===== src/rtl/uart_baud_pkg.sv =====
package uart_baud_pkg;
  typedef enum logic [1:0] {
    OVS_16 = 2'b00,
    OVS_8  = 2'b01,
    OVS_2  = 2'b10
  } ovs_mode_e;

  function automatic logic [4:0] ovs_ratio(input ovs_mode_e m);
    case (m)
      OVS_8:   ovs_ratio = 5'd8;
      OVS_2:   ovs_ratio = 5'd2;
      default: ovs_ratio = 5'd16;
    endcase
  endfunction
endpackage


===== src/rtl/baud_rst_sync.sv =====
module baud_rst_sync #(
  parameter int STAGES = 2
) (
  input  logic clk,
  input  logic rst_n,
  output logic rst_sync_n
);
  logic [STAGES-1:0] sr_q;
  logic [STAGES-1:0] sr_d;

  always_comb begin
    sr_d = {sr_q[STAGES-2:0], 1'b1};
  end

  always_ff @(posedge clk or negedge rst_n) begin
    if (!rst_n) sr_q <= '0;
    else        sr_q <= sr_d;
  end

  assign rst_sync_n = sr_q[STAGES-1];
endmodule


===== src/rtl/baud_divider.sv =====
module baud_divider #(
  parameter int DIV_W  = 12,
  parameter int BYTE_W = 8
) (
  input  logic              clk,
  input  logic              rst_sync_n,
  input  logic              wr_en,
  input  logic              wr_sel,
  input  logic [BYTE_W-1:0] wr_data,
  output logic              tick
);
  localparam int HI_W = DIV_W - BYTE_W;

  logic [HI_W-1:0]  hi_q, hi_d;
  logic [DIV_W-1:0] div_q, div_d;
  logic [DIV_W-1:0] cnt_q, cnt_d;
  logic             ld_lo, ld_hi;

  assign ld_lo = wr_en & ~wr_sel;
  assign ld_hi = wr_en &  wr_sel;

  always_comb begin
    hi_d  = hi_q;
    div_d = div_q;
    cnt_d = cnt_q;
    if (ld_hi) hi_d = wr_data[HI_W-1:0];
    if (ld_lo) begin
      div_d = {hi_q, wr_data};
      cnt_d = {hi_q, wr_data};
    end else if (cnt_q == '0) begin
      cnt_d = div_q;
    end else begin
      cnt_d = cnt_q - 1'b1;
    end
  end

  always_ff @(posedge clk or negedge rst_sync_n) begin
    if (!rst_sync_n) begin
      hi_q  <= '0;
      div_q <= '0;
      cnt_q <= '0;
    end else begin
      hi_q  <= hi_d;
      div_q <= div_d;
      cnt_q <= cnt_d;
    end
  end

  assign tick = rst_sync_n & (cnt_q == '0);

  AST_CNT_STEP: assert property (@(posedge clk) disable iff (!rst_sync_n)
    (!ld_lo && cnt_q != '0) |=> cnt_q == $past(cnt_q) - 1'b1);
  AST_CNT_RELOAD: assert property (@(posedge clk) disable iff (!rst_sync_n)
    (!ld_lo && tick) |=> cnt_q == $past(div_q));
  AST_LO_LOAD: assert property (@(posedge clk) disable iff (!rst_sync_n)
    ld_lo |=> (cnt_q == {$past(hi_q), $past(wr_data)}) && (div_q == cnt_q));
  AST_HI_HELD: assert property (@(posedge clk) disable iff (!rst_sync_n)
    ld_hi |=> $stable(div_q));
endmodule


===== src/rtl/baud_postdiv.sv =====
module baud_postdiv
  import uart_baud_pkg::*;
#(
  parameter int PD_W = 4
) (
  input  logic      clk,
  input  logic      rst_sync_n,
  input  logic      tick,
  input  ovs_mode_e mode,
  output logic      bit_en
);
  ovs_mode_e        mode_q;
  logic [PD_W-1:0]  pc_q, pc_d;
  logic [PD_W-1:0]  last;
  logic             chg;

  assign last = PD_W'(ovs_ratio(mode) - 5'd1);
  assign chg  = (mode != mode_q);

  always_comb begin
    pc_d = pc_q;
    if (chg)       pc_d = '0;
    else if (tick) pc_d = (pc_q == last) ? '0 : pc_q + 1'b1;
  end

  always_ff @(posedge clk or negedge rst_sync_n) begin
    if (!rst_sync_n) begin
      pc_q   <= '0;
      mode_q <= OVS_16;
    end else begin
      pc_q   <= pc_d;
      mode_q <= mode;
    end
  end

  assign bit_en = tick & ~chg & (pc_q == last);

  AST_EN_ON_TICK: assert property (@(posedge clk) disable iff (!rst_sync_n)
    bit_en |-> tick);
  AST_PC_RANGE: assert property (@(posedge clk) disable iff (!rst_sync_n)
    !chg |-> pc_q <= last);
  AST_MODE_CLEAR: assert property (@(posedge clk) disable iff (!rst_sync_n)
    chg |=> pc_q == '0);
  AST_NO_EN_ON_CHG: assert property (@(posedge clk) disable iff (!rst_sync_n)
    chg |-> !bit_en);
endmodule


===== src/rtl/uart_baud_gen.sv =====
module uart_baud_gen
  import uart_baud_pkg::*;
#(
  parameter int DIV_W    = 12,
  parameter int BYTE_W   = 8,
  parameter int SYNC_STG = 2
) (
  input  logic              clk,
  input  logic              rst_n,
  input  logic              wr_en,
  input  logic              wr_sel,
  input  logic [BYTE_W-1:0] wr_data,
  input  logic              sync_mode,
  input  logic              dbl_speed,
  output logic              rx_tick,
  output logic              tx_bit_en,
  output logic              xck,
  output logic [1:0]        rx_phases
);
  localparam int PD_W = $clog2(16);

  logic      rst_sync_n;
  ovs_mode_e mode;
  logic      xck_q, xck_d;

  always_comb begin
    if (sync_mode)      mode = OVS_2;
    else if (dbl_speed) mode = OVS_8;
    else                mode = OVS_16;
  end

  baud_rst_sync #(.STAGES(SYNC_STG)) u_rst (
    .clk        (clk),
    .rst_n      (rst_n),
    .rst_sync_n (rst_sync_n)
  );

  baud_divider #(.DIV_W(DIV_W), .BYTE_W(BYTE_W)) u_div (
    .clk        (clk),
    .rst_sync_n (rst_sync_n),
    .wr_en      (wr_en),
    .wr_sel     (wr_sel),
    .wr_data    (wr_data),
    .tick       (rx_tick)
  );

  baud_postdiv #(.PD_W(PD_W)) u_pd (
    .clk        (clk),
    .rst_sync_n (rst_sync_n),
    .tick       (rx_tick),
    .mode       (mode),
    .bit_en     (tx_bit_en)
  );

  always_comb begin
    xck_d = xck_q;
    if (!sync_mode)   xck_d = 1'b0;
    else if (rx_tick) xck_d = ~xck_q;
  end

  always_ff @(posedge clk or negedge rst_sync_n) begin
    if (!rst_sync_n) xck_q <= 1'b0;
    else             xck_q <= xck_d;
  end

  assign xck       = xck_q;
  assign rx_phases = mode;

  AST_XCK_HOLD: assert property (@(posedge clk) disable iff (!rst_sync_n)
    (sync_mode && !rx_tick) |=> $stable(xck));
  AST_XCK_IDLE: assert property (@(posedge clk) disable iff (!rst_sync_n)
    !sync_mode |=> !xck);
  AST_SYNC_RATIO: assert property (@(posedge clk) disable iff (!rst_sync_n)
    sync_mode |-> rx_phases == 2'b10);
endmodule


===== config.mk =====
export PLATFORM = sky130hd
export DESIGN_NAME = uart_baud_gen
export DESIGN_NICKNAME = d
export VERILOG_FILES = /design/src/rtl/uart_baud_pkg.sv /design/src/rtl/baud_rst_sync.sv /design/src/rtl/baud_divider.sv /design/src/rtl/baud_postdiv.sv /design/src/rtl/uart_baud_gen.sv
export SDC_FILE = /design/constraint.sdc
export NUM_CORES = 1
export LEC_CHECK = 0
export BUFFER_PORTS_ARGS = -buffer_cell sky130_fd_sc_hd__buf_2
export CAP_MARGIN = 20
export CORE_MARGIN = 1
export CORE_UTILIZATION = 55
export CTS_CLUSTER_SIZE = 16
export DETAILED_ROUTE_END_ITERATION = 8
export PLACE_DENSITY = 0.78
export SLEW_MARGIN = 25
export SYNTH_ARGS = -nofsm -noshare
export SYNTH_HDL_FRONTEND = slang
export SYNTH_SLANG_ARGS = --single-unit
export TNS_END_PERCENT = 100

===== constraint.sdc =====
create_clock -name clk -period 2 [get_ports clk]
set_input_delay 0.1 -clock clk [delete_from_list [all_inputs] [get_ports clk]]
set_output_delay 0.1 -clock clk [all_outputs]
set_load 0.1 [all_outputs]

# After elaboration in Yosys (flattened, before gate mapping)
# Index checks and enable logic that the tools add are counted.
# totals
reg_bits,37
input_bits,14
out_inout_bits,5
elab_cells,35
# op_classes
addsub,3
eq_ne,5
mux,10
bitwise,8
reduce_logical,2
# op_table
op,count
12-bit 2-to-1 mux,2
12-bit zero test,1
4-bit 2-to-1 mux,3
"12-bit by 1-bit subtractor with 12-bit output, second input constant",1
4-bit case mux with 2 select lines,1
1-bit bitwise AND,5
"4-bit by 1-bit adder with 4-bit output, second input constant",1
4-bit == test,1
"4-bit by 1-bit subtractor with 4-bit output, second input constant",1
1-bit 2-to-1 mux,3
1-bit inverter,3
"2-bit by 1-bit == test with 1-bit output, second input constant",1
"2-bit == test, second input constant",1
2-bit 2-to-1 mux,1
"2-bit by 1-bit inequality test with 1-bit output, second input constant",1
2-bit inequality test,1
2-bit nonzero test,1

# Logic depth before layout (Yosys ltp)
# logic_depth
word_depth,9
depth_mapped,7
mapped_depth_nobuf,6

# By module
# From an unflattened synthesis, not the netlist that was laid out.
# hier_totals
hier_cells,189
hier_area_um2,1861.8
# by_module_without_submodules
mod,n_inst,cells_per_inst,area_per_inst_um2,seq_area_each_um2
baud_divider,1,150,1410.1,700.7
baud_postdiv,1,31,344.1,150.1
baud_rst_sync,1,3,53.8,50.0
uart_baud_gen,1,5,53.8,25.0

# Least setup slack after synthesis
# OpenSTA, ideal clock, no wires.
# synth_timing
path_type,register to output
from,register u_rst.sr_q[1]
to,output port tx_bit_en
arrival_time_ns,4.358
t_required_ns,1.900
slack_ns,-2.458
path_stages_with_launch,4
n_path_buf,0
cell_sequence,dfrtp_1 > nand2_1 > nor3_1 > and3_1
# synth_via
elab_chain_len,3
# synth_rtl
item,line_no,text
"start, declared",baud_rst_sync.sv:8,logic [STAGES-1:0] sr_q;
"start signal, assigned",baud_rst_sync.sv:17,else sr_q <= sr_d;
1-bit bitwise AND,baud_divider.sv:49,assign tick = rst_sync_n & (cnt_q == '0);
net rx_tick,uart_baud_gen.sv:15,"output logic rx_tick,"
1-bit bitwise AND (2 in series),baud_postdiv.sv:36,assign bit_en = tick & ~chg & (pc_q == last);
"end, declared",uart_baud_gen.sv:16,"output logic tx_bit_en,"
# The timed path passes the listed nets, and every way through them passes these cells.

# Worst setup path in the final report
# layout_timing
from,register u_pd.pc_q[2]
to,output port tx_bit_en
# layout_via
elab_chain_len,2
# layout_rtl
item,line_no,text
"start, declared",baud_postdiv.sv:13,"logic [PD_W-1:0] pc_q, pc_d;"
"start signal, assigned",baud_postdiv.sv:31,pc_q <= pc_d;
4-bit == test,baud_postdiv.sv:36,
1-bit bitwise AND,baud_postdiv.sv:36,
# No other way between the ends.

==> reports/metrics.cfg <==
[floorplanning]
die_w_um=60.4
placement_rows=20
dieArea_mm2=0.00365
floorplan.initialDensity_pct=59.4
fp.coreArea_mm2=0.00315
die_y_um=60.4
io_pins=19

[setup_path]
cp_max_fo=2
cp.arrival_ps=1940
path_cells=or4b_4 > o31a_1 > nor2_2 > and3_4 > buf_12
r2r_setup_slack_ps=10
regToRegEndpoint=u_div.cnt_q[6]
rr_worst_depth=8
worstPathRequired_ps=1900
cp_slowest_cell=or4b_4
crit_type=flip-flop to output port
cp-end-kind=output port
start_kind=flip-flop
timing.rr.start=u_div.cnt_q[0]
max_stage_delay_ps=540

[placement]
io_buffers=18
hpwl_mm=2.83
placed_cell_area_mm2=0.00210
gp_congestion=0.902
placed_cells=254
pre_cts_ws_ps=64.2

[yosys]
synth_top_area_share_pct=49.4
syn_area_per_cell_um2=9.81
ys_warn_count=0
ys_seq_area_share_pct=49.4
synthArstFlopShare_pct=100
synth_cell_types=44
ys_ff_latch=37
syn-cell-area_mm2=0.00187
synthCells=191
yosysTopAreaCell=dfrtp_1
synth_enable_flop_cells=0
synthesis.nets=208
ys.flop_type=dfrtp_1
synth.area.top_cells=dfrtp_1 49%, nand2_1 8.2%, mux2_2 3.0%

[global_routing]
grt.total_usage_pct=27.4
first_global_vias=1639
grt-ovfl-total=0
antenna_found_initial=0
grt_pass1_wl_mm=7.08
grt_start_max_net_pins=25

[layout]
stdcell_area_mm2=0.00241
final_core_util_pct=76.5
instances_no_fill=287
drive_gt1_share_pct=30.5
n_antenna_cell=0
area_delta_synth_final_pct=28.6
finalNetCount=259

[run_status]
violations=setup timing
outcome=finished, violations left

[cts]
h-tree-depth=2
cts-root-buf=clkbuf_4
clock_latency_ps=350
cts_made_buffers=5
clockBufferDepth=2
cts_tree=done
numClockSinks=37
path_clk_slew_ps=110

[sta]
fin_ws_ps=-43.7
hold_violations=0
skew_ps=12.0
setup_tns_ps=-43.7
tightest_slew_ps=738
fmax_mhz=489
slew_headroom_pct=50.8
setup-violations-final=1
rsz0062_at_grt=true
min_period_ps=2040
finalCritPeriodShare_pct=102
whs_ps=43.1
drv_slew=0

[route]
firstDrtPassIters=4
wl_per_cell_um=14.7
routed_via_density=5.75
drt_iter0_markers=88
vias=1649
ant_nets=0
wl_mm=4.22
drc=0

[run]
drv_cap=0

[power]
leakagePower_nw=1.13
ir_drop_v=0.000572
p_per_area_mw_per_mm2=853
finalPower_mw=2.06

[min_path]
hp-class=primary input to async pin

-- layout by cell type, fill, tap and decap left out, types with 3 or more instances in the layout --
cell,n
a21oi_1,4
buf_2,16
buf_4,23
clkbuf_4,5
dfrtp_1,35
dlygate4sd3_1,10
mux2_2,5
mux2i_1,3
nand2_1,41
nand3_1,4
nor2_1,6
nor3_1,7
o21ai_0,10
o21ai_1,7
o31a_1,3
o31ai_1,5
xnor2_1,3
xor2_1,3
-- layout make-up --
type                            count  area, µm²
Sequential cell                    37        928
Tap cell                           44       55.1
Clock inverter                      2       10.0
Clock buffer                        6       41.3
Timing Repair Buffer               52        404
Inverter                            4       15.0
Fill cell                         232        742
Multi-Input combinational cell    142        957
-- repair_timing --
action / 4_1_cts / 5_1_grt
hold buffers: 10 / 0
endpoints found under the hold margin: 15 / 0
endpoints found under the setup margin: 2 / 7
setup buffers: 9 / 6
resized for setup: 3 / 9
pin swaps: 4 / 5
-- where the power goes --
group          internal, mW  switching, mW  total, mW
Clock                 0.134          0.246      0.380
Combinational         0.310          0.332      0.642
Sequential            0.878          0.158       1.04
-- cell usage after synthesis, types with 2 or more instances --
library cell / instances
nand2b_1: 2
buf_2: 2
or3_1: 2
nand2_1: 41
nor2b_1: 2
a21boi_0: 2
o21ai_1: 7
o31a_1: 3
mux2i_1: 3
nand3_1: 5
ha_1: 3
clkbuf_1: 5
xor2_1: 3
nor3b_1: 2
or4_1: 3
dfrtp_1: 37
and3_1: 2
nor3_1: 8
nor2_1: 7
o31ai_1: 5
a21oi_1: 5
o21ai_0: 10
o2111ai_1: 2
mux2_2: 5
xnor2_1: 3
inv_1: 4
-- routing by layer --
layer,vias to the layer above,global-route usage [%],routed length (µm)
met1,782,29.7,1690
met3,19,5.76,204
li1,781,-,-
met5,-,0,0
met2,67,48.5,2180
met4,0,17.3,145
-- sequential cells by signal, indices dropped and copies added, names as in the netlist --
register,flops
u_div.cnt_q,12
u_div.div_q,12
u_div.hi_q,4
u_pd.pc_q,4
u_pd.mode_q,2
u_rst.sr_q,2
xck,1
-- worst max-delay path by stage --
stage | startpoint | to | slack [ps] | cells past startpoint
floorplan | u_div.cnt_q[7] | tx_bit_en | -480 | 4
global placement | u_div.cnt_q[6] | u_div.cnt_q[11] | 140 | 4
detailed placement | u_div.cnt_q[6] | u_div.cnt_q[11] | 60 | 4
CTS | u_pd.pc_q[2] | tx_bit_en | -50 | 5
global route | u_div.cnt_q[0] | tx_bit_en | -120 | 7
finish | u_pd.pc_q[2] | tx_bit_en | -40 | 5
-- critical path, delay by kind of cell, from the launching register on --
family	cells	cell delay, ps
and+or+nand+nor	3	890
buffers and inverters	1	170
DFF	1	400
AOI/OAI and AO/OA	1	150
-- cell families after synthesis --
group,after synthesis,share of synthesized area [%]
and+or+nand+nor,85,24.6
buffers and inverters,12,2.74
DFF,37,49.4
muxes,8,4.61
adders and majority gates,3,2.00
xor gates and xnor gates,6,2.80
other,1,0.200
AOI/OAI and AO/OA,39,13.6
No activity file was read; power rests on OpenSTA's default activity.
